--- config.mk ---
export PLATFORM = sky130hd
export DESIGN_NAME = horner_eval
export DESIGN_NICKNAME = d
export VERILOG_FILES = /design/src/rtl/horner_pkg.sv /design/src/rtl/horner_slot_ctr.sv /design/src/rtl/horner_mac.sv /design/src/rtl/horner_out_reg.sv /design/src/rtl/horner_eval.sv
export SDC_FILE = /design/constraint.sdc
export NUM_CORES = 1
export LEC_CHECK = 0
export BUFFER_PORTS_ARGS = -buffer_cell sky130_fd_sc_hd__clkbuf_2
export CORE_UTILIZATION = 34
export CTS_CLUSTER_DIAMETER = 80
export CTS_CLUSTER_SIZE = 25
export DETAILED_ROUTE_END_ITERATION = 12
export PLACE_DENSITY = 0.49
export SETUP_SLACK_MARGIN = 0.15
export SLEW_MARGIN = 20
export SYNTH_ARGS = -nofsm -noshare
export SYNTH_HDL_FRONTEND = slang
export SYNTH_HIERARCHICAL = 1
export SYNTH_SLANG_ARGS = --single-unit
export TNS_END_PERCENT = 1
--- constraint.sdc ---
create_clock -name clk -period 6.6 [get_ports clk]
set_clock_uncertainty 0.15 [all_clocks]
set_input_delay 1.32 -clock clk [delete_from_list [all_inputs] [get_ports clk]]
set_output_delay 1.32 -clock clk [all_outputs]
set_load 0.005 [all_outputs]
--- src/rtl/horner_pkg.sv ---
package horner_pkg;

  localparam int RES_W = 20;

  function automatic longint unsigned peak_value(input int terms, input int cw, input int xw);
    longint unsigned amax;
    longint unsigned xmax;
    longint unsigned pw;
    longint unsigned acc;
    amax = (longint'(1) << cw) - 1;
    xmax = (longint'(1) << xw) - 1;
    pw   = 1;
    acc  = 0;
    for (int i = 0; i < terms; i++) begin
      acc = acc + amax * pw;
      pw  = pw * xmax;
    end
    return acc;
  endfunction

endpackage

--- src/rtl/horner_slot_ctr.sv ---
module horner_slot_ctr #(
  parameter int TERMS = 4
) (
  input  logic clk,
  input  logic rst_n,
  output logic last_slot
);
  localparam int SLOT_W = $clog2(TERMS);
  localparam logic [SLOT_W-1:0] LAST = SLOT_W'(TERMS - 1);

  logic [SLOT_W-1:0] slot_q;
  logic [SLOT_W-1:0] slot_d;

  assign last_slot = (slot_q == LAST);

  always_comb begin
    if (last_slot) slot_d = '0;
    else           slot_d = slot_q + 1'b1;
  end

  always_ff @(posedge clk or negedge rst_n) begin
    if (!rst_n) slot_q <= '0;
    else        slot_q <= slot_d;
  end
endmodule

--- src/rtl/horner_mac.sv ---
module horner_mac
  import horner_pkg::*;
#(
  parameter int COEF_W = 3,
  parameter int X_W    = 2
) (
  input  logic              clk,
  input  logic              rst_n,
  input  logic [COEF_W-1:0] coef,
  input  logic [X_W-1:0]    x,
  input  logic              restart,
  output logic [RES_W-1:0]  acc,
  output logic [RES_W-1:0]  sum
);
  logic [RES_W-1:0] acc_q;
  logic [RES_W-1:0] acc_d;
  logic [RES_W-1:0] x_ext;

  assign x_ext = RES_W'(x);
  assign sum   = acc_q + RES_W'(coef);
  assign acc   = acc_q;

  always_comb begin
    if (restart) acc_d = '0;
    else         acc_d = x_ext * sum;
  end

  always_ff @(posedge clk or negedge rst_n) begin
    if (!rst_n) acc_q <= '0;
    else        acc_q <= acc_d;
  end
endmodule

--- src/rtl/horner_out_reg.sv ---
module horner_out_reg
  import horner_pkg::*;
(
  input  logic             clk,
  input  logic             rst_n,
  input  logic             load,
  input  logic [RES_W-1:0] value,
  output logic [RES_W-1:0] result,
  output logic             strobe
);
  logic [RES_W-1:0] res_q;
  logic [RES_W-1:0] res_d;
  logic             stb_q;

  always_comb begin
    res_d = res_q;
    if (load) res_d = value;
  end

  always_ff @(posedge clk or negedge rst_n) begin
    if (!rst_n) begin
      res_q <= '0;
      stb_q <= 1'b0;
    end else begin
      res_q <= res_d;
      stb_q <= load;
    end
  end

  assign result = res_q;
  assign strobe = stb_q;
endmodule

--- src/rtl/horner_eval.sv ---
module horner_eval
  import horner_pkg::*;
#(
  parameter int TERMS  = 4,
  parameter int COEF_W = 3,
  parameter int X_W    = 2
) (
  input  logic              clk,
  input  logic              rst_n,
  input  logic [COEF_W-1:0] coef_in,
  input  logic [X_W-1:0]    x_in,
  output logic [RES_W-1:0]  result,
  output logic              result_vld
);
  generate
    if (TERMS < 3 || TERMS > 5) begin : g_bad_terms
      $error("horner_eval: TERMS must be 3, 4 or 5");
    end
    if (COEF_W < 2 || COEF_W > 4 || X_W < 2 || X_W > 4) begin : g_bad_width
      $error("horner_eval: field widths must be 2 to 4 bits");
    end
  endgenerate

  logic             last_slot;
  logic [RES_W-1:0] acc_q;
  logic [RES_W-1:0] partial;

  horner_slot_ctr #(.TERMS(TERMS)) i_slot (
    .clk       (clk),
    .rst_n     (rst_n),
    .last_slot (last_slot)
  );

  horner_mac #(.COEF_W(COEF_W), .X_W(X_W)) i_mac (
    .clk     (clk),
    .rst_n   (rst_n),
    .coef    (coef_in),
    .x       (x_in),
    .restart (last_slot),
    .acc     (acc_q),
    .sum     (partial)
  );

  horner_out_reg i_out (
    .clk    (clk),
    .rst_n  (rst_n),
    .load   (last_slot),
    .value  (partial),
    .result (result),
    .strobe (result_vld)
  );
endmodule

==> results.md, run 1 <==
- Max Cap Viol: 0
- Maximum clock rate: 0.215 GHz
- Synth unique cells: 45
- GRT overflow: 0
- Crit-path slowest cell: a2111oi_0
- Antenna Nets Post-Route: 0
- Initial DRC count: 95
- Post-DP HPWL: 4640 um
- Pin count of the biggest net entering global routing: 44
- Layout area overhead: 11.4%
- Hold Buf Count CTS: 0
- R2R cell count: 14
- CTS resizes: 0
- Sink of the worst hold path: i_slot/slot_q[0]$_DFF_PN0_
- Least-Margin Pin Slew: 611 ps
- Final Hold Viols: 0
- Total Routing Usage GR: 0.144
- Avg WL per Cell: 14.0 um
- Gpl congestion: 0.758
- Crit path arrival time: 4670 ps
- Clock latency on the worst-skew pair: 300 ps
- TritonCTS Buffers: 5
- Antenna fix cells: 0
- RSZ-0062 raised after global routing: false
- Commonest non-fill, non-tap cell in the layout: dfrtp_1
- Hold_ws: 291 ps
- Die X: 97.1 um
- Clk root buf: clkbuf_8
- Synthesized flop and latch total: 43
- Full die area: 9440 sq um
- Most frequent cells in the layout: dfrtp_1 (43), nor2b_1 (34), nor2_1 (28)
- Setup TNS: 0 ps
- Finish-stage setup viols: 0
- RR Endpoint: i_mac/acc[16]$_DFF_PN0_
- Starting Density: 0.351
- Top_reg_cell synth: dfrtp_1
- Port Buffer Count: 27
- DRT Wirelength: 6270 um
- Synth warnings: 6
- Reg2reg start: i_mac/acc[1]$_DFF_PN0_
- Period utilization: 0.704
- Hold Crit Depth: 1
- HP Class: reg2reg
- Worst-path clk slew: 90 ps
- Cells after Synth: 310
- Net Count, Synth: 341
- Maximum root-to-sink buffer count: 2
- H-tree depth: 2
- Leak pwr: 1.72 nW
- Post-layout nets: 370
- Min-delay src: i_slot/slot_q[0]$_DFF_PN0_
- TritonRoute pass-1 iters: 4
- Crit path cell chain: clkbuf_2 > ha_1 > a21o_1 > a21oi_2 > nand2b_1 > xor2_1 > nor2b_1 > ha_1 > a21oi_1 > o21ai_1 > a2111oi_0 > nor2_1 > nor3b_1 > xor2_1 > nor2_1
- Req. time, crit path: 6620 ps
- Design Power: 0.585 mW
- Vias: 2170
- # DRC: 0
- I/O Pins: 28
- Number of global-route vias before repair: 2244
- Core Box Area: 8760 sq um
- # clock sinks: 43
- Setup crit start kind: input pin
- Flop-to-flop setup slack: 2680 ps
- CP bufs+invs: 1
- Relative slew slack: 0.593
- Final WS setup: 1950 ps
- Critical Path Fanout Max: 6
- First-pass GRT wire length: 11200 um
- Crit end category: register
- Setup bufs post-CTS: 0
- Fill cell count: 860
- Post-Place Worst Slack: 1650 ps
- Layout cells sized above 1: 0.206
- Setup CP Type: in2reg
- EDFF count, synth: 0
- Core Rows: 34
- Min Tclk post-route: 4650 ps
- Slew Viols, Final: 0
- Mapped Avg Cell Area: 9.93 sq um
- Status: finished, final reports clean
- Initial antenna violation count: 0
- CP delay by family, top: compound AO/OA/AOI/OAI gates
- Die Y: 97.1 um
- Final core occ: 0.391
- Post-Syn Area: 3080 sq um
- Seq/Total Area, Yosys: 0.350
- Worst vdd ir: 0.0000655 V
- Drt via density: 4.84
- CTS tree: built
- Share of async-settable or async-resettable flops after synthesis: 1.00
- Power Density: 171 nW/um^2
- CP max stage delay: 470 ps
synth_stat cells (3+ instances only):
cell / count / area [sq um]
a21o_1: 6 / 45.0
ha_1: 22 / 275
and2_1: 11 / 68.8
nor2_1: 28 / 105
nand2_1: 13 / 48.8
nand2b_1: 3 / 18.8
clkbuf_1: 5 / 18.8
o21ai_0: 4 / 20.0
o21ai_1: 7 / 35.0
xnor2_1: 16 / 140
o21bai_1: 3 / 22.5
a21oi_1: 17 / 85.1
nand3_1: 8 / 40.0
inv_1: 21 / 78.8
xor2_1: 14 / 123
dfrtp_1: 43 / 1080
and4_1: 3 / 26.3
mux2_4: 20 / 300
nor2b_1: 34 / 213
worst max path at each step:
| stage | start | to | slack [ps] | cells past startpoint |
|---|---|---|---|---|
| 2_1_floorplan | coef_in[0] | i_mac/acc[16]$_DFF_PN0_ | 2380 | 14 |
| 3_3_place_gp | coef_in[1] | i_mac/acc[16]$_DFF_PN0_ | 1540 | 15 |
| 3_5_place_dp | coef_in[1] | i_mac/acc[16]$_DFF_PN0_ | 1650 | 15 |
| 4_1_cts | coef_in[1] | i_mac/acc[16]$_DFF_PN0_ | 1970 | 15 |
| 5_1_grt | coef_in[1] | i_mac/acc[16]$_DFF_PN0_ | 1620 | 15 |
| 6_report | coef_in[1] | i_mac/acc[16]$_DFF_PN0_ | 1950 | 15 |
routing by layer:
metal  vias to the layer above  wire (um)  global-route usage  part of all wire
met1                      1042       3280               0.208              0.52
li1                       1099          -                   -                 -
met3                         7        114              0.0158             0.018
met5                         -          0                   0                 0
met2                        22       2790               0.224              0.44
met4                         0         80              0.0448             0.013
through the flow:
step	instance area, sq um	instances
3_3_place_gp	3320	440
2_1_floorplan	3080	310
3_5_place_dp	3320	440
4_1_cts	3430	448
6_report	3430	448
5_1_grt	3430	448
final cells by class:
type	instances	area (sq um)	share of cell area
clock buffer	7	96.3	0.0281
clock inverter	1	7.51	0.00219
inverter	21	78.8	0.0230
multi-input combinational	239	1880	0.550
sequential	43	1080	0.314
tap	108	135	0.0394
timing repair buffer	29	150	0.0438
flip-flops by register name (all words and copies together) (netlist names):
register / flops
i_out/result: 20
i_mac/acc: 20
i_slot/slot_q: 2
i_out/strobe: 1
cell families (layout without fill, tap and decap cells):
group | count (synthesis) | after routing | share of synthesized area
AND/OR/NAND/NOR | 114 | 114 | 0.209
AO/OA/AOI/OAI | 48 | 48 | 0.0988
flip-flops | 43 | 43 | 0.350
buffers and inverters | 28 | 58 | 0.0390
adder cells (fa/ha/maj) | 24 | 24 | 0.102
XOR/XNOR | 33 | 33 | 0.103
multiplexers | 20 | 20 | 0.0976
report_power, final:
group          switching (mW)  internal, mW
Clock                  0.0948        0.0953
Sequential             0.0106         0.283
Combinational          0.0469        0.0548
Power figures use the tool's default switching activity.
==> run 2, diff against run 1 <==
PLACE_DENSITY = 0.5   (was 0.49)
clock period = 4.1 ns   (was 6.6 ns; I/O delays follow)
==> results.md, run 2 (synthesis gave the netlist of run 1 again) <==
- Finish-stage setup viols: 0
- Min Tclk post-route: 3800 ps
- Hold Crit Depth: 1
- Final core occ: 0.421
- Fin area: 3690 sq um
- TritonCTS Buffers: 5
- Drt via density: 4.84
- Slew Viols, Final: 0
- Die Y: 97.1 um
- Fill cell count: 868
- TritonRoute pass-1 iters: 4
- Clk root buf: clkbuf_8
- CTS resizes: 1
- Setup crit start kind: input pin
- Placed Instances: 469
- Flop-to-flop setup slack: 520 ps
- Post-layout nets: 399
- Req. time, crit path: 4110 ps
- RSZ-0062 raised after global routing: true
- R2R cell count: 14
- Commonest non-fill, non-tap cell in the layout: dfrtp_1
- Maximum clock rate: 0.263 GHz
- Sink of the worst hold path: i_slot/slot_q[0]$_DFF_PN0_
- Crit end category: register
- Status: finished, final reports clean
- # DRC: 0
- Full die area: 9440 sq um
- Starting Density: 0.351
- GRT overflow: 0
- Crit. Startpoint: coef_in[0]
- Post-Place Worst Slack: -178 ps
- Final WS setup: 299 ps
- Port Buffer Count: 27
- H-tree depth: 2
- Min-delay src: i_slot/slot_q[0]$_DFF_PN0_
- Leak pwr: 1.86 nW
- First-pass GRT wire length: 11600 um
- Post-place instance area: 3540 sq um
- Setup CP Type: in2reg
- Period utilization: 0.927
- Layout cells sized above 1: 0.290
- Antenna fix cells: 0
- Vias: 2307
- Initial DRC count: 44
- Total Routing Usage GR: 0.151
- HP Class: reg2reg
- Least-Margin Pin Slew: 661 ps
- Crit path arrival time: 3810 ps
- Design Power: 0.919 mW
- # clock sinks: 43
- Core Box Area: 8760 sq um
- Initial antenna violation count: 0
- Hold_ws: 337 ps
- Max Cap Viol: 0
- Setup TNS: 0 ps
- Reg2reg start: i_mac/acc[0]$_DFF_PN0_
- CP max stage delay: 410 ps
- Pin count of the biggest net entering global routing: 44
- Crit-path slowest cell: fa_1
- RR Endpoint: i_mac/acc[16]$_DFF_PN0_
- Non-Filler Instances: 477
- Power Density: 249 nW/um^2
- DRT Wirelength: 6720 um
- Relative slew slack: 0.560
- Maximum root-to-sink buffer count: 2
- Worst-path clk slew: 90 ps
- Post-DP HPWL: 5000 um
- Clock latency on the worst-skew pair: 300 ps
- Avg WL per Cell: 14.1 um
- Final Hold Viols: 0
- Number of global-route vias before repair: 2304
- Most frequent cells in the layout: dfrtp_1 (43), nor2b_1 (34), buf_4 (32)
- Critical Path Fanout Max: 5
- Crit path cell chain: clkbuf_2 > ha_1 > fa_1 > a21o_1 > nand2_1 > xor2_1 > nor2b_1 > ha_1 > a21o_1 > a21oi_1 > a21oi_2 > o21ai_0 > nor3b_1 > xor2_1 > nor2_1
- Die X: 97.1 um
- Setup bufs post-CTS: 0
- I/O Pins: 28
- Hold Buf Count CTS: 0
- Layout area overhead: 19.8%
- Gpl congestion: 0.814
- Worst vdd ir: 0.000109 V
- Antenna Nets Post-Route: 0
- CTS tree: built
- Core Rows: 34
==> run 2: power by group <==
group	total, mW	switching, mW	internal (mW)
combinational	0.171	0.0774	0.0936
sequential	0.475	0.0193	0.455
clock	0.273	0.154	0.119
total	0.919	0.250	0.668
==> run 2: layout make-up <==
| class | count | area (sq um) | share of cell area |
|---|---|---|---|
| multi-input combinational | 239 | 1940 | 0.527 |
| clock buffer | 6 | 72.6 | 0.0197 |
| sequential | 43 | 1080 | 0.292 |
| inverter | 21 | 78.8 | 0.0214 |
| tap | 108 | 135 | 0.0366 |
| timing repair buffer | 58 | 370 | 0.100 |
| clock inverter | 2 | 12.5 | 0.00339 |
==> run 2: worst max-delay path by stage <==
stage | to | cells past startpoint
5_1_grt | i_mac/acc[16]$_DFF_PN0_ | 15
4_1_cts | i_mac/acc[18]$_DFF_PN0_ | 16
3_5_place_dp | i_mac/acc[18]$_DFF_PN0_ | 16
3_3_place_gp | i_mac/acc[18]$_DFF_PN0_ | 16
2_1_floorplan | i_mac/acc[16]$_DFF_PN0_ | 14
6_report | i_mac/acc[16]$_DFF_PN0_ | 15
==> run 2: routing by layer <==
layer / global-route usage / wire (um) / vias up
met5: 0 / 0 / -
met4: 0.0494 / 63 / 0
met3: 0.0194 / 217 / 7
met2: 0.232 / 3060 / 45
met1: 0.219 / 3380 / 1103
li1: - / - / 1152
==> run 2: critical path, delay by kind of cell <==
| family | cells | cell delay, ps |
|---|---|---|
| and+or+nand+nor | 4 | 490 |
| buffers and inverters | 1 | 80 |
| adders and majority gates | 3 | 970 |
| xor gates and xnor gates | 2 | 400 |
| AOI/OAI and AO/OA | 5 | 1050 |
==> run 3, diff against run 2 <==
CORE_MARGIN = 2   (was unset)
CORE_UTILIZATION = 52   (was 34)
PLACE_DENSITY = 0.72   (was 0.5)
==> results.md, run 3 (synthesis gave the netlist of run 1 again) <==
- Area of the multi-input gates: 1930 sq um
- Total Routing Usage GR: 0.194
- Most frequent cells in the layout: dfrtp_1 (43), nor2b_1 (34), nor2_1 (28)
- Maximum root-to-sink buffer count: 2
- Gpl congestion: 0.905
- Critical Path Fanout Max: 5
- Crit path arrival time: 3810 ps
- DRT Wirelength: 6280 um
- Maximum clock rate: 0.264 GHz
- Slew Viols, Final: 0
- Initial antenna violation count: 0
- Period utilization: 0.925
- CP delay by family, top: adder cells
- Status: finished, final reports clean
- I/O Pins: 28
- Clk root buf: clkbuf_8
- Antenna Nets Post-Route: 0
- Finish-stage setup viols: 0
- Post-DP HPWL: 4690 um
- Hold_ws: 347 ps
- Layout area overhead: 15.0%
- Core Box Area: 5820 sq um
- Crit path cell chain: clkbuf_2 > ha_1 > fa_1 > a21o_1 > and3_4 > and4_1 > xnor2_1 > buf_4 > nor2b_1 > ha_1 > a21oi_1 > o21ai_2 > nor2_1 > o2bb2ai_1 > a21oi_1 > xnor2_1 > nor2_1
- First-pass GRT wire length: 10000 um
- TritonCTS Buffers: 5
- Flop-to-flop setup slack: 530 ps
- Vias: 2287
- Setup crit start kind: input pin
- Avg WL per Cell: 14.7 um
- # DRC: 0
- Setup CP Type: in2reg
- HP Class: reg2reg
- Worst-path clk slew: 90 ps
- CTS tree: built
- Layout cells sized above 1: 0.247
- CP bufs+invs: 2
- Starting Density: 0.529
- Fill cell count: 508
- Reg2reg start: i_mac/acc[0]$_DFF_PN0_
- Leak pwr: 1.79 nW
- Die Y: 80.9 um
- Relative slew slack: 0.368
- Setup crit end: i_mac/acc[18]$_DFF_PN0_
- Least-Margin Pin Slew: 948 ps
- TritonRoute pass-1 iters: 4
- Worst vdd ir: 0.000198 V
- Post-layout nets: 382
- Req. time, crit path: 4110 ps
- R2R cell count: 16
- Core Rows: 28
- Max Cap Viol: 0
- Final core occ: 0.608
- Critical path depth: 17
- H-tree depth: 2
- RR Endpoint: i_mac/acc[18]$_DFF_PN0_
- Placed Instances: 418
- Final Hold Viols: 0
- # clock sinks: 43
- Non-Filler Instances: 427
- Drt via density: 5.36
- Min Tclk post-route: 3790 ps
- Crit. Startpoint: coef_in[0]
- GRT overflow: 0
- RSZ-0062 raised after global routing: true
- CP max stage delay: 410 ps
- Clock latency on the worst-skew pair: 290 ps
- Die X: 80.9 um
- Crit-path slowest cell: fa_1
- Full die area: 6550 sq um
- Antenna fix cells: 0
- Power Density: 278 nW/um^2
- Commonest non-fill, non-tap cell in the layout: dfrtp_1
- Crit end category: register
- Initial DRC count: 123
- Port Buffer Count: 27
- Number of global-route vias before repair: 2169
- Pin count of the biggest net entering global routing: 44
- Register area: 1080 sq um
run 3: worst min-delay path by stage:
stage	endpoint	slack, ps	cells past startpoint	startpoint
final	i_slot/slot_q[0]$_DFF_PN0_	350	1	i_slot/slot_q[0]$_DFF_PN0_
after global routing	i_slot/slot_q[0]$_DFF_PN0_	380	1	i_slot/slot_q[0]$_DFF_PN0_
after CTS	i_slot/slot_q[0]$_DFF_PN0_	280	1	i_slot/slot_q[0]$_DFF_PN0_
after detailed placement	i_slot/slot_q[0]$_DFF_PN0_	270	1	i_slot/slot_q[0]$_DFF_PN0_
after global placement	i_slot/slot_q[0]$_DFF_PN0_	270	1	i_slot/slot_q[0]$_DFF_PN0_
after floorplan	i_slot/slot_q[0]$_DFF_PN0_	250	1	i_slot/slot_q[0]$_DFF_PN0_
run 3: through the flow:
step	instance area [sq um]	power [mW]	setup slack [ps]	TNS, ps
detailed placement	3370	0.653	-88.1	-167
global route	3540	1.03	107	0
global placement	3370	0.647	-75.4	-98.0
CTS	3480	0.985	201	0
finish	3540	0.983	307	0
floorplan	3080	0.584	384	0
run 3: timing repair:
item / in CTS / in global routing
hold buffers: 0 / 0
resized for setup: 0 / 7
setup endpoints to repair: 0 / 4
setup buffers: 0 / 1
run 3: layout make-up:
cell class	count	share of cell area
flip-flops and latches	43	0.304
clock buffers	5	0.0194
repair buffers	41	0.0679
inverters	21	0.0223
clock inverters	3	0.0131
multi-input cells	239	0.547
well taps	75	0.0265
run 3: power breakdown:
group          internal [mW]  total, mW  switching (mW)
registers              0.455      0.477          0.0212
logic                 0.0940      0.171          0.0773
clock network          0.184      0.335           0.152
run 3: routing by layer:
metal / wire length, um / share of wire / up-vias / global-route usage
met4: 142 / 0.023 / 0 / 0.0593
met1: 3020 / 0.48 / 1103 / 0.271
met3: 226 / 0.036 / 11 / 0.0244
met5: 0 / 0 / - / 0
li1: - / - / 1123 / -
met2: 2890 / 0.46 / 50 / 0.313
